<file path="config.mk">
export PLATFORM = sky130hd
export DESIGN_NAME = llsc_monitor
export DESIGN_NICKNAME = d
export VERILOG_FILES = /design/src/rtl/llsc_pkg.sv /design/src/rtl/llsc_ctrl.sv /design/src/rtl/llsc_data.sv /design/src/rtl/llsc_monitor.sv
export SDC_FILE = /design/constraint.sdc
export NUM_CORES = 1
export LEC_CHECK = 0
export ABC_AREA = 1
export BUFFER_PORTS_ARGS = -buffer_cell sky130_fd_sc_hd__buf_2
export CORE_MARGIN = 1
export CORE_UTILIZATION = 45
export CTS_BUF_LIST = sky130_fd_sc_hd__clkbuf_16
export CTS_CLUSTER_SIZE = 40
export DETAILED_ROUTE_END_ITERATION = 10
export GPL_ROUTABILITY_DRIVEN = 0
export PLACE_DENSITY = 0.64
export RECOVER_POWER = 50
export SYNTH_ARGS = -nofsm -noshare
export SYNTH_HDL_FRONTEND = slang
export SYNTH_HIERARCHICAL = 1
export SYNTH_SLANG_ARGS = --single-unit
export TNS_END_PERCENT = 20
</file>
<file path="constraint.sdc">
create_clock -name clk -period 2.8 [get_ports clk]
set_clock_uncertainty 0.1 [all_clocks]
set_input_delay 0.56 -clock clk [delete_from_list [all_inputs] [get_ports clk]]
set_output_delay 0.56 -clock clk [all_outputs]
set_load 0.005 [all_outputs]
</file>
<file path="src/rtl/llsc_pkg.sv">
package llsc_pkg;
  typedef enum logic [1:0] {
    OP_LOAD  = 2'd0,
    OP_STORE = 2'd1,
    OP_LL    = 2'd2,
    OP_SC    = 2'd3
  } memOp_e;

  // Strobes handed from the control to the datapath each cycle.
  typedef struct packed {
    logic fire;    // a request was accepted this cycle
    logic memWe;   // commit the write at this edge
    logic scOk;    // store-conditional passes
  } strobe_t;
endpackage

</file>
<file path="src/rtl/llsc_ctrl.sv">
module llsc_ctrl
  import llsc_pkg::*;
#(
  parameter int NUM_REQ = 3,
  parameter int ADDR_W  = 4,
  parameter int DATA_W  = 8,
  localparam int ID_W   = (NUM_REQ > 1) ? $clog2(NUM_REQ) : 1
) (
  input  logic                       clk,
  input  logic                       rst_n,
  input  logic [NUM_REQ-1:0]         reqValid,
  input  logic [2*NUM_REQ-1:0]       reqOp,
  input  logic [ADDR_W*NUM_REQ-1:0]  reqAddr,
  input  logic [DATA_W*NUM_REQ-1:0]  reqWdata,
  input  logic                       evictValid,
  input  logic [ADDR_W-1:0]          evictAddr,
  input  logic [NUM_REQ-1:0]         ctxSwitch,
  output strobe_t                    strb,
  output logic [NUM_REQ-1:0]         grantVec,
  output logic [ID_W-1:0]            gId,
  output logic [ADDR_W-1:0]          gAddr,
  output logic [DATA_W-1:0]          gWdata
);
  memOp_e             gOp;
  logic [NUM_REQ-1:0] resvValid;
  logic [ADDR_W-1:0]  resvAddr [NUM_REQ];
  logic               resvHit;
  logic               cancelNow;

  // Fixed priority: lowest index wins (loop runs downward, last hit sticks).
  always_comb begin
    grantVec = '0;
    gId      = '0;
    gOp      = OP_LOAD;
    gAddr    = '0;
    gWdata   = '0;
    for (int i = NUM_REQ - 1; i >= 0; i--) begin
      if (reqValid[i]) begin
        grantVec = '0;
        grantVec[i] = 1'b1;
        gId    = ID_W'(i);
        gOp    = memOp_e'(reqOp[i*2 +: 2]);
        gAddr  = reqAddr[i*ADDR_W +: ADDR_W];
        gWdata = reqWdata[i*DATA_W +: DATA_W];
      end
    end
  end

  always_comb begin
    resvHit   = |(grantVec & resvValid) && (resvAddr[gId] == gAddr);
    cancelNow = |(grantVec & ctxSwitch) || (evictValid && evictAddr == gAddr);
    strb.fire  = |reqValid;
    strb.scOk  = strb.fire && (gOp == OP_SC) && resvHit && !cancelNow;
    strb.memWe = strb.fire && ((gOp == OP_STORE) || strb.scOk);
  end

  always_ff @(posedge clk) begin
    if (!rst_n) begin
      resvValid <= '0;
      for (int j = 0; j < NUM_REQ; j++) resvAddr[j] <= '0;
    end else begin
      for (int j = 0; j < NUM_REQ; j++) begin
        logic llNow;
        logic [ADDR_W-1:0] watchAddr;
        llNow     = strb.fire && grantVec[j] && (gOp == OP_LL);
        watchAddr = llNow ? gAddr : resvAddr[j];
        if (llNow) begin
          resvValid[j] <= 1'b1;
          resvAddr[j]  <= gAddr;
        end else if (strb.fire && grantVec[j] && gOp == OP_SC) begin
          resvValid[j] <= 1'b0;
        end
        if (strb.memWe && !llNow && gAddr == resvAddr[j]) resvValid[j] <= 1'b0;
        if (evictValid && evictAddr == watchAddr)         resvValid[j] <= 1'b0;
        if (ctxSwitch[j])                                  resvValid[j] <= 1'b0;
      end
    end
  end

  p_sc_fail_nowrite_r4: assert property (@(posedge clk) disable iff (!rst_n)
    (strb.fire && gOp == OP_SC && !resvHit) |-> !strb.memWe);

  for (genvar j = 0; j < NUM_REQ; j++) begin : g_chk
    p_ll_sets_r2: assert property (@(posedge clk) disable iff (!rst_n)
      (strb.fire && grantVec[j] && gOp == OP_LL && !ctxSwitch[j] &&
       !(evictValid && evictAddr == gAddr))
      |=> (resvValid[j] && resvAddr[j] == $past(gAddr)));
    p_write_cancel_r5: assert property (@(posedge clk) disable iff (!rst_n)
      (strb.memWe && resvValid[j] && resvAddr[j] == gAddr) |=> !resvValid[j]);
    p_evict_cancel_r6: assert property (@(posedge clk) disable iff (!rst_n)
      (evictValid && resvValid[j] && evictAddr == resvAddr[j] &&
       !(strb.fire && grantVec[j] && gOp == OP_LL)) |=> !resvValid[j]);
    p_ctx_cancel_r7: assert property (@(posedge clk) disable iff (!rst_n)
      ctxSwitch[j] |=> !resvValid[j]);
    p_sc_clears_r8: assert property (@(posedge clk) disable iff (!rst_n)
      (strb.fire && grantVec[j] && gOp == OP_SC) |=> !resvValid[j]);
  end
endmodule

</file>
<file path="src/rtl/llsc_data.sv">
module llsc_data
  import llsc_pkg::*;
#(
  parameter int NUM_REQ = 3,
  parameter int ADDR_W  = 4,
  parameter int DATA_W  = 8,
  localparam int ID_W   = (NUM_REQ > 1) ? $clog2(NUM_REQ) : 1,
  localparam int DEPTH  = 1 << ADDR_W
) (
  input  logic               clk,
  input  logic               rst_n,
  input  strobe_t            strb,
  input  logic [NUM_REQ-1:0] grantVec,
  input  logic [ID_W-1:0]    gId,
  input  logic [ADDR_W-1:0]  gAddr,
  input  logic [DATA_W-1:0]  gWdata,
  output logic [NUM_REQ-1:0] grantValid,
  output logic               rspValid,
  output logic [ID_W-1:0]    rspId,
  output logic [DATA_W-1:0]  rspData,
  output logic               rspScOk
);
  logic [DATA_W-1:0] mem [DEPTH];

  always_ff @(posedge clk) begin
    if (!rst_n) begin
      for (int k = 0; k < DEPTH; k++) mem[k] <= '0;
    end else if (strb.memWe) begin
      mem[gAddr] <= gWdata;
    end
  end

  always_ff @(posedge clk) begin
    if (!rst_n) begin
      grantValid <= '0;
      rspValid   <= 1'b0;
      rspId      <= '0;
      rspData    <= '0;
      rspScOk    <= 1'b0;
    end else begin
      grantValid <= strb.fire ? grantVec : '0;
      rspValid   <= strb.fire;
      rspId      <= gId;
      rspData    <= mem[gAddr];
      rspScOk    <= strb.scOk;
    end
  end

  p_grant_onehot_r10: assert property (@(posedge clk) disable iff (!rst_n)
    $onehot0(grantValid));
  p_rsp_follows_r1: assert property (@(posedge clk) disable iff (!rst_n)
    strb.fire |=> rspValid);
  p_write_lands_r3: assert property (@(posedge clk) disable iff (!rst_n)
    strb.memWe |=> (mem[$past(gAddr)] == $past(gWdata)));
endmodule

</file>
<file path="src/rtl/llsc_monitor.sv">
module llsc_monitor
  import llsc_pkg::*;
#(
  parameter int NUM_REQ = 3,
  parameter int ADDR_W  = 4,
  parameter int DATA_W  = 8,
  localparam int ID_W   = (NUM_REQ > 1) ? $clog2(NUM_REQ) : 1
) (
  input  logic                      clk,
  input  logic                      rst_n,
  input  logic [NUM_REQ-1:0]        reqValid,
  input  logic [2*NUM_REQ-1:0]      reqOp,
  input  logic [ADDR_W*NUM_REQ-1:0] reqAddr,
  input  logic [DATA_W*NUM_REQ-1:0] reqWdata,
  input  logic                      evictValid,
  input  logic [ADDR_W-1:0]         evictAddr,
  input  logic [NUM_REQ-1:0]        ctxSwitch,
  output logic [NUM_REQ-1:0]        grantValid,
  output logic                      rspValid,
  output logic [ID_W-1:0]           rspId,
  output logic [DATA_W-1:0]         rspData,
  output logic                      rspScOk
);
  strobe_t            strb;
  logic [NUM_REQ-1:0] grantVec;
  logic [ID_W-1:0]    gId;
  logic [ADDR_W-1:0]  gAddr;
  logic [DATA_W-1:0]  gWdata;

  llsc_ctrl #(.NUM_REQ(NUM_REQ), .ADDR_W(ADDR_W), .DATA_W(DATA_W)) ctrl_i (
    .clk(clk), .rst_n(rst_n), .reqValid(reqValid), .reqOp(reqOp),
    .reqAddr(reqAddr), .reqWdata(reqWdata), .evictValid(evictValid),
    .evictAddr(evictAddr), .ctxSwitch(ctxSwitch), .strb(strb),
    .grantVec(grantVec), .gId(gId), .gAddr(gAddr), .gWdata(gWdata));

  llsc_data #(.NUM_REQ(NUM_REQ), .ADDR_W(ADDR_W), .DATA_W(DATA_W)) data_i (
    .clk(clk), .rst_n(rst_n), .strb(strb), .grantVec(grantVec), .gId(gId),
    .gAddr(gAddr), .gWdata(gWdata), .grantValid(grantValid),
    .rspValid(rspValid), .rspId(rspId), .rspData(rspData), .rspScOk(rspScOk));
endmodule

</file>
==> summary.md <==
| Metric | Value |
|---|---|
| Worst-Margin Slew | 0.675 ns |
| Max Transition Viols Final | 0 |
| Switching Share | 29.2% |
| CP startpoint | reqValid[0] |
| Die Width | 138 um |
| # DRC | 0 |
| Reg2reg start | ctrl_i/resvAddr[0][2] |
| TritonCTS Buffers | 17 |
| Post-CTS Resized | 0 |
| Initial antenna violation count | 0 |
| Worst setup margin | 0.153 ns |
| Setup violators final | 0 |
| Synth area leader | edfxtp_1 |
| Vias in the first global route | 7,017 |
| Vias | 7,178 |
| Most frequent cells in the layout | 517 x nand2_1, 187 x nor2_1, 140 x edfxtp_1 |
| Ys Warns | 6 |
| Netlist Area Pre-Place | 8320 um^2 |
| Worst-path clk slew | 0.07 ns |
| First-pass GRT wire length | 36,400 um |
| Worst path required time | 2.80 ns |
| Core area | 18,000 um^2 |
| Die ar. | 19,000 um^2 |
| Delay-heaviest family, CP | simple AND/OR/NAND/NOR gates |
| Post-DR vias/cell | 5.01 |
| Clk sinks | 158 |
| Seq pwr share | 46.3% |
| Die height | 138 um |
| WL final | 22,300 um |
| Max Fclk | 378 MHz |
| Final Instance Area | 10,100 um^2 |
| Setup repair bufs after CTS | 0 |
| Ports | 70 |
| HP Class | input pin to register |
| GRT Resource Usage Total | 24.5% |
| Ant diodes | 0 |
| CP arrival | 2.64 ns |
| Htree depth | 4 |
| Mapped Avg Cell Area | 7.85 um^2 |
| Post-Synthesis Cells | 1,060 |
| Worst path most repeated cell | nand2_1 |
| Worst path max stage delay | 0.28 ns |
| Cts hold-fix bufs | 0 |
| Max FO, Critical Path | 13 |
| # nets final | 1,245 |
| Cell count along the critical path | 15 |
| Pleak | 4.77 nW |
| Clock buffer depth | 2 |
| Hold Fails Final Rpt | 0 |
| Sequential share of the synthesized area | 54.8% |
| Clk network pwr share | 38.3% |
| Wire per inst | 15.6 um |
| Min-delay src | ctxSwitch[1] |
| Yosys top cell area share | 50.5% |
| Setup WS pre-CTS | -0.277 ns |
| Root Driver | clkbuf_16 |
| Slowest CP cell | nand2_1 |
| CP cell instances | buf_2 -> inv_2 -> nand3_1 -> nand3_4 -> nand2_1 -> nand2_1 -> nor2_1 -> nand3_1 -> nand3_2 -> nand2_2 -> nand2_1 -> nor3_2 -> buf_4 -> nand2_1 -> nand2_1 |
| Setup TNS | 0 ns |
| Critical path class | input pin to register |
| Post-Layout Cell Count | 1,432 |
| Layout area overhead | 20.9% |
| Router iterations before antenna repair | 6 |
| Commonest non-fill, non-tap cell in the layout | nand2_1 |
| FP Rows | 49 |
| DP HPWL | 15,800 um |
| Status | finished clean |
| Total power | 5.95 mW |
| Port buffer count | 69 |
| RSZ-0062 raised after global routing | true |
| R2R cell count | 15 |
| Synth unique cells | 32 |
| Largest net degree at the start of global routing | 65 |
| Global route overflow | 0 |
| Register bit total from synthesis | 158 |
| Max Cap Violations | 0 |
| Post-Syn Nets | 1,115 |
| Worst skew pair latency | 0.44 ns |
| Hold WS | 0.325 ns |
| Switch Pwr | 1.74 mW |
| Maximum vdd drop | 0.440 mV |
| Worst Setup End Kind | register |
| Placed inst area | 9520 um^2 |
| Initial drt markers | 545 |
| Gate power share | 15.5% |
| Starting Density | 46.2% |
| Slew margin rel. | 54.9% |
| Hold path depth | 4 |
| Final min period | 2.65 ns |
| Number of buffers and inverters on the critical path | 3 |
| Internal Dissipation | 4.22 mW |
| Final Util | 55.8% |
| Crit start category | input pin |
| Share of cells above drive strength 1 | 17.4% |
| Post-route ant nets | 0 |
| Tcrit/Tclk final | 94.5% |
| Power density cells | 592 nW/um^2 |
| Placed cells | 1,400 |
| CTS tree | built |
| Synth top area cells | edfxtp_1 51%, nand2_1 23%, nor2_1 8.4% |
## synthesized netlist by cell type
cell	number
xor2_1	9
nor2_4	3
clkbuf_1	17
buf_6	2
buf_4	7
nand2_2	4
nand2_1	516
nor2_2	1
nor3_1	2
buf_2	15
nand3b_1	5
o21ai_0	5
buf_1	5
nor3_2	4
or2_1	1
nand3_4	1
nand3_2	5
or2_4	1
inv_1	45
o21ai_2	2
nand4_1	5
inv_4	1
a21oi_2	1
edfxtp_1	140
nand3_1	43
o211ai_1	2
inv_2	6
o21ai_1	3
and3_1	1
nand2_4	4
nor2_1	186
dfxtp_1	18
## cells by family (layout without fill, tap and decap cells)
kind of cell    count (synthesis)  after routing  synth area share (%)
simple gates                  782            782                  38.1
flops                         158            158                  54.8
buf+inv                        98            241                  5.17
compound gates                 13             13                 0.977
xor+xnor                        9              9                 0.947
## worst reg2reg max path: stages, from the launching register on
cell and delay [ns]:
edfxtp_1 0.43, inv_1 0.08, nand2_1 0.07, nand2_1 0.05
nand2_1 0.07, o21ai_0 0.08, nand2_1 0.07, nand2_1 0.05
nor2_1 0.13, nand3_2 0.10, nand2_2 0.08, nand2_1 0.16
nor3_2 0.20, buf_4 0.15, nand2_1 0.06, nand2_1 0.28
## final timing paths
kind,slack (ns),endpoint
max,0.15,data_i/mem[5][1]
min,0.33,ctrl_i/resvValid[1]
max reg2reg,0.31,data_i/mem[5][1]
min reg2reg,0.45,ctrl_i/resvValid[1]
## registers in the layout (all words and copies together), names as in the netlist
signal / flops
ctrl_i/resvValid: 3
data_i/mem: 128
data_i/rspData: 8
data_i/rspValid: 1
data_i/rspId: 2
data_i/rspScOk: 1
data_i/grantValid: 3
ctrl_i/resvAddr: 12
## power by group through the flow
stage / clock network, mW / registers (mW) / logic (mW)
6_report: 2.28 / 2.76 / 0.921
5_1_grt: 2.41 / 2.77 / 1.03
4_1_cts: 2.31 / 2.75 / 0.929
3_5_place_dp: 0 / 2.81 / 0.925
3_3_place_gp: 0 / 2.81 / 0.919
2_1_floorplan: 0 / 2.78 / 0.560
## routing by layer
layer	wire (um)	GRT usage, %	part of all wire, %	vias up
met5	0	0	0	-
met4	418	8.04	1.9	0
met3	1290	4.68	5.8	35
met2	11000	41.3	49	201
met1	9610	31.6	43	3349
li1	-	-	-	3593
## layout make-up
cell class | count | area, um^2
fill | 1724 | 7960
sequential | 158 | 4560
multi-input combinational | 804 | 3310
timing repair buffer | 157 | 1120
clock buffer | 17 | 425
tap | 229 | 287
inverter | 52 | 198
clock inverter | 15 | 159
Power figures use the tool's default switching activity.
